===== src/rtl/pic_pkg.sv =====
// Shared definitions for the page idle-close timer.
// Assumes the idle code's low three bits select one of eight timeouts.
package pic_pkg;
    localparam int unsigned LIMIT_MAX = 32;

    // Map the low three bits of the idle code to a timeout in clocks.
    function automatic int unsigned idle_limit(input logic [2:0] sel);
        case (sel)
            3'd0: return 0;
            3'd1: return 2;
            3'd2: return 4;
            3'd3: return 8;
            3'd4: return 10;
            3'd5: return 12;
            3'd6: return 16;
            default: return LIMIT_MAX;
        endcase
    endfunction
endpackage


===== src/rtl/pic_limit_dec.sv =====
// Decodes the 4-bit idle code into a count limit and a never-close flag.
// Assumes CNT_W is wide enough to hold the largest limit.
module pic_limit_dec #(
    parameter int CNT_W = 6
) (
    input  logic [3:0]       code,
    output logic [CNT_W-1:0] limit,
    output logic             never
);
    import pic_pkg::*;

    // Translate the code into a limit; the top bit disables closing.
    always_comb begin
        limit = CNT_W'(idle_limit(code[2:0]));
        never = code[3];
    end
endmodule


===== src/rtl/pic_page_flags.sv =====
// Holds one open flag per bank per row and folds bank indices on two-bank rows.
// Assumes the controller only clears flags through an acknowledged close.
module pic_page_flags #(
    parameter int ROWS   = 8,
    parameter int BANKS  = 4,
    parameter int ROW_W  = 3,
    parameter int BANK_W = 2
) (
    input  logic                   clk,
    input  logic                   rst_n,
    input  logic                   acc_valid,
    input  logic [ROW_W-1:0]       acc_row,
    input  logic [BANK_W-1:0]      acc_bank,
    input  logic [ROWS-1:0]        bank4_mask,
    input  logic                   clear,
    output logic [ROWS*BANKS-1:0]  open_map,
    output logic                   any_open
);
    logic [BANK_W-1:0] eff_bank;

    // Reduce the bank index to its low bit on a two-bank row.
    always_comb begin
        if (bank4_mask[acc_row]) eff_bank = acc_bank;
        else                     eff_bank = BANK_W'(acc_bank[0]);
    end

    // Summarise whether any page is open.
    always_comb any_open = |open_map;

    for (genvar r = 0; r < ROWS; r++) begin : g_row
        for (genvar b = 0; b < BANKS; b++) begin : g_bank
            logic hit;
            // Decode whether this access opens the page of this row and bank.
            always_comb hit = acc_valid && (acc_row == ROW_W'(r)) && (eff_bank == BANK_W'(b));
            // Set the flag on an access; clear it on an acknowledged close.
            always_ff @(posedge clk) begin
                if (!rst_n)     open_map[r*BANKS+b] <= 1'b0;
                else if (hit)   open_map[r*BANKS+b] <= 1'b1;
                else if (clear) open_map[r*BANKS+b] <= 1'b0;
            end
        end
    end
endmodule


===== src/rtl/pic_idle_counter.sv =====
// Counts idle cycles since the last access and raises a held close request.
// Assumes idle cycles count only while a page is open and no request pends.
module pic_idle_counter #(
    parameter int CNT_W = 6
) (
    input  logic             clk,
    input  logic             rst_n,
    input  logic             acc_valid,
    input  logic             idle,
    input  logic             any_open,
    input  logic [CNT_W-1:0] limit,
    input  logic             never,
    input  logic             close_ack,
    output logic             close_req
);
    logic [CNT_W-1:0] cnt;
    logic             counting;

    // A counting cycle is idle, with no access, something open and nothing pending.
    always_comb counting = idle && !acc_valid && any_open && !close_req && !never;

    // Advance the count, raise the request at the limit, drop it on acknowledge.
    always_ff @(posedge clk) begin
        if (!rst_n) begin
            cnt       <= '0;
            close_req <= 1'b0;
        end else if (close_req && close_ack) begin
            cnt       <= '0;
            close_req <= 1'b0;
        end else if (acc_valid) begin
            cnt <= '0;
        end else if (counting) begin
            if (cnt >= limit) close_req <= 1'b1;
            else              cnt       <= cnt + 1'b1;
        end
    end
endmodule


===== src/rtl/page_idle_closer.sv =====
// Top of the page idle-close timer: open-page tracking plus idle timeout.
// Assumes accesses, idle and acknowledge are synchronous to clk.
module page_idle_closer #(
    parameter int ROWS   = 8,
    parameter int BANKS  = 4,
    parameter int ROW_W  = $clog2(ROWS),
    parameter int BANK_W = $clog2(BANKS)
) (
    input  logic                  clk,
    input  logic                  rst_n,
    input  logic                  acc_valid,
    input  logic [ROW_W-1:0]      acc_row,
    input  logic [BANK_W-1:0]     acc_bank,
    input  logic                  idle,
    input  logic [3:0]            idle_code,
    input  logic [ROWS-1:0]       bank4_mask,
    input  logic                  close_ack,
    output logic                  close_req,
    output logic [ROWS*BANKS-1:0] open_map
);
    localparam int CNT_W = $clog2(pic_pkg::LIMIT_MAX + 1);

    logic [CNT_W-1:0] limit;
    logic             never;
    logic             any_open;
    logic             clear;

    // An acknowledged request clears the page flags.
    always_comb clear = close_req && close_ack;

    pic_limit_dec #(.CNT_W(CNT_W)) u_dec (
        .code  (idle_code),
        .limit (limit),
        .never (never)
    );

    pic_page_flags #(.ROWS(ROWS), .BANKS(BANKS), .ROW_W(ROW_W), .BANK_W(BANK_W)) u_flags (
        .clk        (clk),
        .rst_n      (rst_n),
        .acc_valid  (acc_valid),
        .acc_row    (acc_row),
        .acc_bank   (acc_bank),
        .bank4_mask (bank4_mask),
        .clear      (clear),
        .open_map   (open_map),
        .any_open   (any_open)
    );

    pic_idle_counter #(.CNT_W(CNT_W)) u_cnt (
        .clk       (clk),
        .rst_n     (rst_n),
        .acc_valid (acc_valid),
        .idle      (idle),
        .any_open  (any_open),
        .limit     (limit),
        .never     (never),
        .close_ack (close_ack),
        .close_req (close_req)
    );
endmodule


===== config.mk =====
export PLATFORM = sky130hd
export DESIGN_NAME = page_idle_closer
export DESIGN_NICKNAME = d
export VERILOG_FILES = /design/src/rtl/pic_pkg.sv /design/src/rtl/pic_limit_dec.sv /design/src/rtl/pic_page_flags.sv /design/src/rtl/pic_idle_counter.sv /design/src/rtl/page_idle_closer.sv
export SDC_FILE = /design/constraint.sdc
export NUM_CORES = 1
export LEC_CHECK = 0
export ABC_AREA = 1
export BUFFER_PORTS_ARGS = -buffer_cell sky130_fd_sc_hd__buf_4
export CORE_ASPECT_RATIO = 0.9
export CORE_MARGIN = 5
export CORE_UTILIZATION = 52
export CTS_CLUSTER_SIZE = 20
export DETAILED_ROUTE_END_ITERATION = 6
export PLACE_DENSITY = 0.81
export SYNTH_ARGS = -nofsm -noshare
export SYNTH_HDL_FRONTEND = slang
export SYNTH_SLANG_ARGS = --single-unit

===== constraint.sdc =====
create_clock -name clk -period 1.7 [get_ports clk]
set_clock_uncertainty 0.05 [all_clocks]
set_input_delay 0.085 -clock clk [delete_from_list [all_inputs] [get_ports clk]]
set_output_delay 0.085 -clock clk [all_outputs]
set_load 0.01 [all_outputs]

Word-level counts from Yosys, hierarchy flattened
Index checks and enable logic that the tools add are counted.
- bits in registers: 39
- bits of input ports: 22
- output and inout bits: 33
- logic and storage cells: 181
- add/sub/neg operators: 1
- magnitude comparators: 2
- equal/unequal tests: 16
- mux-type cells: 37
- bitwise gates (word level): 3
- reductions and logical operators: 88
- operators with widths (cell ; number):
    2-bit nonzero test ; 32
    1-bit logical AND ; 45
    6-bit one-hot mux with 7 select lines ; 1
    1-bit two-way mux ; 34
    32-bit OR reduction ; 1
    3-bit equality test (second input constant) ; 7
    3-bit by 2-bit equality test with 1-bit output (second input constant) ; 4
    6-bit by 1-bit adder with 6-bit output (second input constant) ; 1
    3-bit by 1-bit equality test with 1-bit output (second input constant) ; 2
    6-bit >= comparator ; 1
    3-bit zero test ; 2
    2-bit equality test (second input constant) ; 2
    3-bit by 4-bit less-than comparator with 1-bit output (second input constant) ; 1
    1-bit binary-select mux with 3-bit select ; 1
    1-bit zero test ; 3
    1-bit inverter ; 3
    3-bit AND reduction ; 1
    3-bit OR reduction ; 1
    2-bit by 1-bit equality test with 1-bit output (second input constant) ; 1
    2-bit zero test ; 1
    2-bit two-way mux ; 1
    2-bit AND reduction ; 1
    2-bit OR reduction ; 1

Depth between registers and ports, before layout
Gate-level depths: netlist (run 1).
- depth after elaboration: 6
- gate-level depth with buffers: 12
- mapped depth without buffers: 12

Hierarchy
Synthesis (run 1) repeated with hierarchy kept, for this count alone.
- cell total of the unflattened synthesis: 307
- area total of the unflattened synthesis: 2203.4 µm²
- by module, submodules not included (module ; instances ; cells an instance ; area each (µm²) ; seq. area each (µm²)):
    pic_page_flags ; 1 ; 200 ; 1534.0 ; 640.6
    pic_idle_counter ; 1 ; 87 ; 580.6 ; 140.1
    pic_limit_dec ; 1 ; 18 ; 81.3 ; 0.0
    page_idle_closer ; 1 ; 2 ; 7.5 ; 0.0

Worst setup path before layout (run 1)
OpenSTA, ideal clock, no wires.
- path type: input to register
- start point: input port idle_code[0]
- end point: register u_cnt.cnt[0]
- setup time: 0.120 ns
- arrival time: 1.401 ns
- required time: 1.530 ns
- setup slack: 0.129 ns
- stages on the path: 12
- path buffers: 0
- cell sequence: inv_1 -> nor3_1 -> a21oi_1 -> ha_1 -> nand2_1 -> nand2_1 -> nand2_1 -> nand2_1 -> a21oi_2 -> nand3_1 -> nand2_1 -> a21oi_1
- word-level cells in the longest chain between the ends: 5
- RTL lines (element ; RTL line ; text):
    start, declared ; page_idle_closer.sv:15 ; input logic [3:0] idle_code,
    3-bit equality test (tied with other cells) ; pic_pkg.sv:8 ; case (sel)
    6-bit one-hot mux with 7 select lines (*) ; pic_pkg.sv:8 ;
    6-bit >= comparator (*) ; pic_idle_counter.sv:33 ; if (cnt >= limit) close_req <= 1'b1;
    1-bit inverter (no line) (*) ; n/a ;
    2-bit AND reduction (no line) (*) ; n/a ;
    end signal, assigned ; pic_idle_counter.sv:34 ; else cnt <= cnt + 1'b1;
    end, declared ; pic_idle_counter.sv:16 ; logic [CNT_W-1:0] cnt;
Mark *: on every way between the ends. The rest lies on a longest branch, timed or not.
A chain may end at the register's enable or synchronous reset.

Final worst setup path (run 1)
- start point: register u_cnt.cnt[5]
- end point: register u_cnt.cnt[3]
- word-level cells in the longest chain between the ends: 3
- RTL lines (element ; RTL line):
    6-bit >= comparator ; pic_idle_counter.sv:33
    1-bit inverter (no line) ; n/a
    2-bit AND reduction (no line) ; n/a
Every way passes these cells.

==> results of run 1 <==
## logic make-up (layout without fill, tap and decap cells)
logic type | Yosys count | after routing | synth area share [%]
fa+ha+maj | 6 | 6 | 3.69
compound gates | 15 | 15 | 4.24
flops | 39 | 39 | 38.4
buf+inv | 44 | 105 | 9.04
xor+xnor | 3 | 3 | 1.29
simple gates | 188 | 188 | 43.4
## layout make-up
cell class                      count  share of cell area (%)
Multi-Input combinational cell    212                    40.9
Clock inverter                      2                    1.33
Clock buffer                        6                    3.14
Inverter                           35                    5.00
Sequential cell                    39                    29.7
Tap cell                           46                    2.19
Timing Repair Buffer               62                    17.7
## per-stage QoR
step | area, um^2 | setup TNS [ns]
after floorplan | 2030 | 0
after global placement | 2500 | 0
after detailed placement | 2500 | 0
after CTS | 2620 | 0
after global routing | 2630 | -0.0245
final | 2630 | 0
## where the power goes
| group | internal (mW) | leakage (nW) | switching (mW) |
|---|---|---|---|
| clock | 0.475 | 0.0612 | 0.311 |
| sequential | 0.924 | 0.315 | 0.00901 |
| combinational | 0.102 | 0.960 | 0.164 |
## critical path, cell delays in order (launching register included)
cell and delay (ns):
dfxtp_2 0.34, ha_1 0.29, nand2_1 0.10, inv_1 0.04, nand2_1 0.05, nand2_1 0.05, a21oi_2 0.14, buf_4 0.17
nand4_1 0.09, a21oi_1 0.16
## layer usage
metal	up-vias	wire length (um)	GRT usage (%)
met5	-	0	0
met2	56	2320	32.5
met3	5	286	5.32
met4	0	58	6.52
met1	892	2290	24.8
li1	1071	-	-
## final timing paths
kind              slack (ns)  cells past startpoint              endpoint                start
setup / recovery        0.14                      9          u_cnt.cnt[3]         u_cnt.cnt[5]
hold / removal          0.01                      3  u_flags.open_map[11]                rst_n
setup reg to reg        0.14                      9          u_cnt.cnt[3]         u_cnt.cnt[5]
hold reg to reg         0.42                      2   u_flags.open_map[0]  u_flags.open_map[0]
## placed cells by master, fill, tap and decap left out, drive strengths merged, types with 6 or more instances in the layout
| cell | synthesis | layout |
|---|---|---|
| nor2 | 30 | 30 |
| inv | 35 | 35 |
| ha | 6 | 6 |
| dfxtp | 39 | 39 |
| nand4 | 25 | 25 |
| a21oi | 11 | 11 |
| buf | 5 | 62 |
| nand3 | 24 | 24 |
| nand2 | 104 | 104 |
| clkbuf | 4 | 6 |
## sequential cells by signal, summed over array words and instances, names as in the netlist
name / count
u_flags.open_map: 32
u_cnt.cnt: 6
u_cnt.close_req: 1
## timing repair
item                                    in CTS  in global routing
buffers inserted                             0                  0
endpoints found under the setup margin       0                  4
resized for setup                            0                  2
==> qor.yml, run 1 <==
status: "complete, no violations"
cts_tree: "built"
netlist_area_um2: 2030
vdd_ir_drop_max_v: 0.000573
synthTopCellsByCount: "nand2_1 (102), dfxtp_1 (39), inv_1 (33)"
cts-root-buf: "clkbuf_8"
wl_per_cell_um: 12.3
cts_inserted_buffers: 5
finalCritPeriodShare_pct: 91.5
critPathMaxFanout: 7
critPathLaunchType: "flip-flop"
fp.coreArea_um2: 3760
vias: 2024
area_growth_pct: 29.2
total_power_mw: 1.98
track_usage_pct: 19.8
yosysMostFrequentCell: "nand2_1"
via_per_inst: 5.03
drt_iter0_markers: 164
fin_util_pct: 70.0
slew_headroom_pct: 69.2
grt_pass1_vias: 1961
holdWs_ns: 0.0112
pre_cts_ws_ns: 0.00533
n_antenna_cell: 0
dieWidth_um: 75.9
fin_ws_ns: 0.145
synth_edf_count: 0
cap_violations: 0
gp_congestion: 0.803
powerDensity_nw_per_um2: 755
antenna_found_initial: 0
die-area_um2: 5260
multi_input_area_um2: 1070
grt_max_degree: 32
clk_latency_ns: 0.29
fp.dieH_um: 69.3
synth-main-ff-cell: "dfxtp_1"
synth.avg_cell_area_um2: 6.90
hold_path_class: "primary input to flip-flop"
clk_path_buf_depth: 2
ys_ff_latch: 39
timing.final.max_slew_violations: 0
final_cells: 402
finalCriticalPeriod_ns: 1.56
syn_inst: 295
syn_nets: 323
clock_sinks: 39
holdBufCountCts: 0
gr-total-overflow: 0
path_class: "flip-flop to flip-flop"
total_leakage_power_nw: 1.34
initial_core_util_pct: 54.1
htree_num_levels: 2
yosysSeqAreaShare_pct: 38.4
cts.reportedPaths.clkPinSlew_ns: 0.08
seq_area_um2: 782
grt_pass1_wl_um: 8690
dp.cells: 394
report.final.hold_viol_count: 0
first_pass_iters: 4
port-buffer-count: 54
synth_top_cell_by_area: "dfxtp_1"
cp_data_required_time_ns: 1.87
tightest_slew_ns: 0.461
synthTopCellsByArea: "dfxtp_1 (38%), nand2_1 (19%), nand4_1 (7.4%)"
dpl.hpwl_um: 3760
arrival_ns: 1.73
num_io_pins: 55
yosysUniqueCellTypes: 28
drtAntennaViolNets: 0
row_count: 21
setup_violations: 0
fin_nets: 383
drc: 0
num-fill-cells: 324
synth_top_cell_area_share_pct: 38.4
clock.fmax_ghz: 0.643
wirelength_um: 4960
worst_setup_path_end_kind: "flip-flop"
ys_warn_count: 0
drive_gt1_share_pct: 23.9
async_flop_share_pct: 0
Note: power is estimated with default switching activity, not from simulation.
==> run 2, diff against run 1 <==
--- a/config.mk
+++ b/config.mk
@@ -13,6 +13,7 @@
 export CTS_CLUSTER_SIZE = 20
 export DETAILED_ROUTE_END_ITERATION = 6
 export PLACE_DENSITY = 0.81
+export RECOVER_POWER = 100
 export SYNTH_ARGS = -nofsm -noshare
 export SYNTH_HDL_FRONTEND = slang
 export SYNTH_SLANG_ARGS = --single-unit
==> qor.yml, run 2 (synthesis gave the netlist of run 1 again) <==
timing.final.max_slew_violations: 0
critPathMaxFanout: 7
wirelength_um: 4990
track_usage_pct: 19.8
r2r_slack_ns: 0.14
drive_gt1_share_pct: 14.0
initial_core_util_pct: 54.1
cpMostUsedCell: "nand2_1"
report.final.hold_viol_count: 0
drt_iter0_markers: 151
die-area_um2: 5260
drtAntennaViolNets: 0
grt_max_degree: 32
top_register: "u_flags.open_map"
fin_area_um2: 2480
cts_tree: "built"
finalCriticalPeriod_ns: 1.56
setup-tns-final_ns: 0
grt_pass1_vias: 1961
fp.dieH_um: 69.3
largest_reg_flops: 32
grt_pass1_wl_um: 8690
num_io_pins: 55
dieWidth_um: 75.9
num-fill-cells: 374
clk_path_buf_depth: 2
vias: 2009
arrival_ns: 1.73
via_per_inst: 5.00
area_growth_pct: 21.9
total_leakage_power_nw: 1.18
cp_data_required_time_ns: 1.87
gr-total-overflow: 0
antenna_found_initial: 0
cts_inserted_buffers: 5
cpPeakStageDelay_ns: 0.34
clk_latency_ns: 0.29
dpl-instance-area_um2: 2500
cp_cell_sequence: "ha_1 -> nand2_1 -> inv_1 -> nand2_1 -> nand2_1 -> a21oi_2 -> buf_4 -> nand4_1 -> a21oi_1"
clock_sinks: 39
r2r_start: "u_cnt.cnt[5]"
crit_path_end: "u_cnt.cnt[3]"
path_class: "flip-flop to flip-flop"
port-buffer-count: 54
cap_violations: 0
critPathLaunch: "u_cnt.cnt[5]"
fin_nets: 383
htree_num_levels: 2
reg2reg_to: "u_cnt.cnt[3]"
n_antenna_cell: 0
gp_congestion: 0.803
critPathLaunchType: "flip-flop"
row_count: 21
dpl.hpwl_um: 3760
slew_headroom_pct: 59.1
worst_setup_path_end_kind: "flip-flop"
status: "complete, no violations"
final_common_cell: "nand2_1"
clock.fmax_ghz: 0.641
tightest_slew_ns: 0.614
vdd_ir_drop_max_v: 0.000562
cts-root-buf: "clkbuf_8"
drc: 0
top_regs: "u_flags.open_map (32), u_cnt.cnt (6), u_cnt.close_req (1)"
fp.coreArea_um2: 3760
crit_slowest_cell: "dfxtp_2"
most-common-layout-cells: "nand2_1 (102), dfxtp_1 (38), clkbuf_1 (34)"
fin_util_pct: 66.0
hold_path_class: "primary input to flip-flop"
setup_violations: 0
powerDensity_nw_per_um2: 794
first_pass_iters: 4
cts.reportedPaths.clkPinSlew_ns: 0.08
wl_per_cell_um: 12.4
finalCritPeriodShare_pct: 91.8
r2r_cells: 9
run 2: cell types whose count changed in the layout (fill, tap and decap cells not counted):
cell / change
buf_4: -36
clkbuf_1: +34
clkbuf_2: +2
nor2_1: +1
nor2_8: -1
run 2: repair_timing:
action / 4_1_cts / 5_1_grt
hold buffers: 0 / 0
buffers inserted: 0 / 0
setup endpoints to repair: 0 / 4
resized for setup: 0 / 2
run 2: worst min path at each step:
stage                           end   from  cells past startpoint  slack, ns
4_1_cts        u_flags.open_map[11]  rst_n                      3      0.008
5_1_grt        u_flags.open_map[11]  rst_n                      3       0.05
2_1_floorplan  u_flags.open_map[11]  rst_n                      2       0.18
3_5_place_dp   u_flags.open_map[11]  rst_n                      3       0.31
6_report       u_flags.open_map[11]  rst_n                      3       0.01
3_3_place_gp   u_flags.open_map[11]  rst_n                      3       0.30
run 2: final cells by class:
| cell class | count | area [um^2] | area share, % |
|---|---|---|---|
| multi-input cells | 212 | 1060 | 42.7 |
| flip-flops and latches | 39 | 782 | 31.5 |
| repair buffers | 62 | 333 | 13.4 |
| inverters | 35 | 131 | 5.30 |
| clock buffers | 6 | 82.6 | 3.33 |
| well taps | 46 | 57.6 | 2.32 |
| clock inverters | 2 | 35.0 | 1.41 |
run 2: power by group:
group / switching [mW] / leakage (nW) / total, mW / internal [mW]
Sequential: 0.00883 / 0.315 / 0.933 / 0.924
Clock: 0.311 / 0.0612 / 0.786 / 0.475
Combinational: 0.162 / 0.807 / 0.250 / 0.0880
Total: 0.482 / 1.18 / 1.97 / 1.49
run 2: stage by stage:
stage          hold WS (ns)  std cells  total power, mW  setup WS, ns
2_1_floorplan         0.177        295             1.12         0.129
3_3_place_gp          0.304        394             1.21        0.0611
3_5_place_dp          0.306        394             1.22       0.00533
4_1_cts             0.00831        402             2.00         0.132
5_1_grt              0.0490        402             2.05       -0.0198
6_report             0.0130        402             1.97         0.140
run 2: critical path, delay by kind of cell, from the launching register on:
family | cells | cell delay (ns)
flip-flops | 1 | 0.34
AO/OA/AOI/OAI | 2 | 0.30
AND/OR/NAND/NOR | 4 | 0.29
adder cells (fa/ha/maj) | 1 | 0.29
buffers and inverters | 2 | 0.21
run 2: metal layers:
metal,vias to the layer above,global-route usage (%),routed length (um)
li1,1070,-,-
met1,879,24.8,2300
met2,55,32.5,2330
met3,5,5.32,298
met4,0,6.52,58
met5,-,0,0
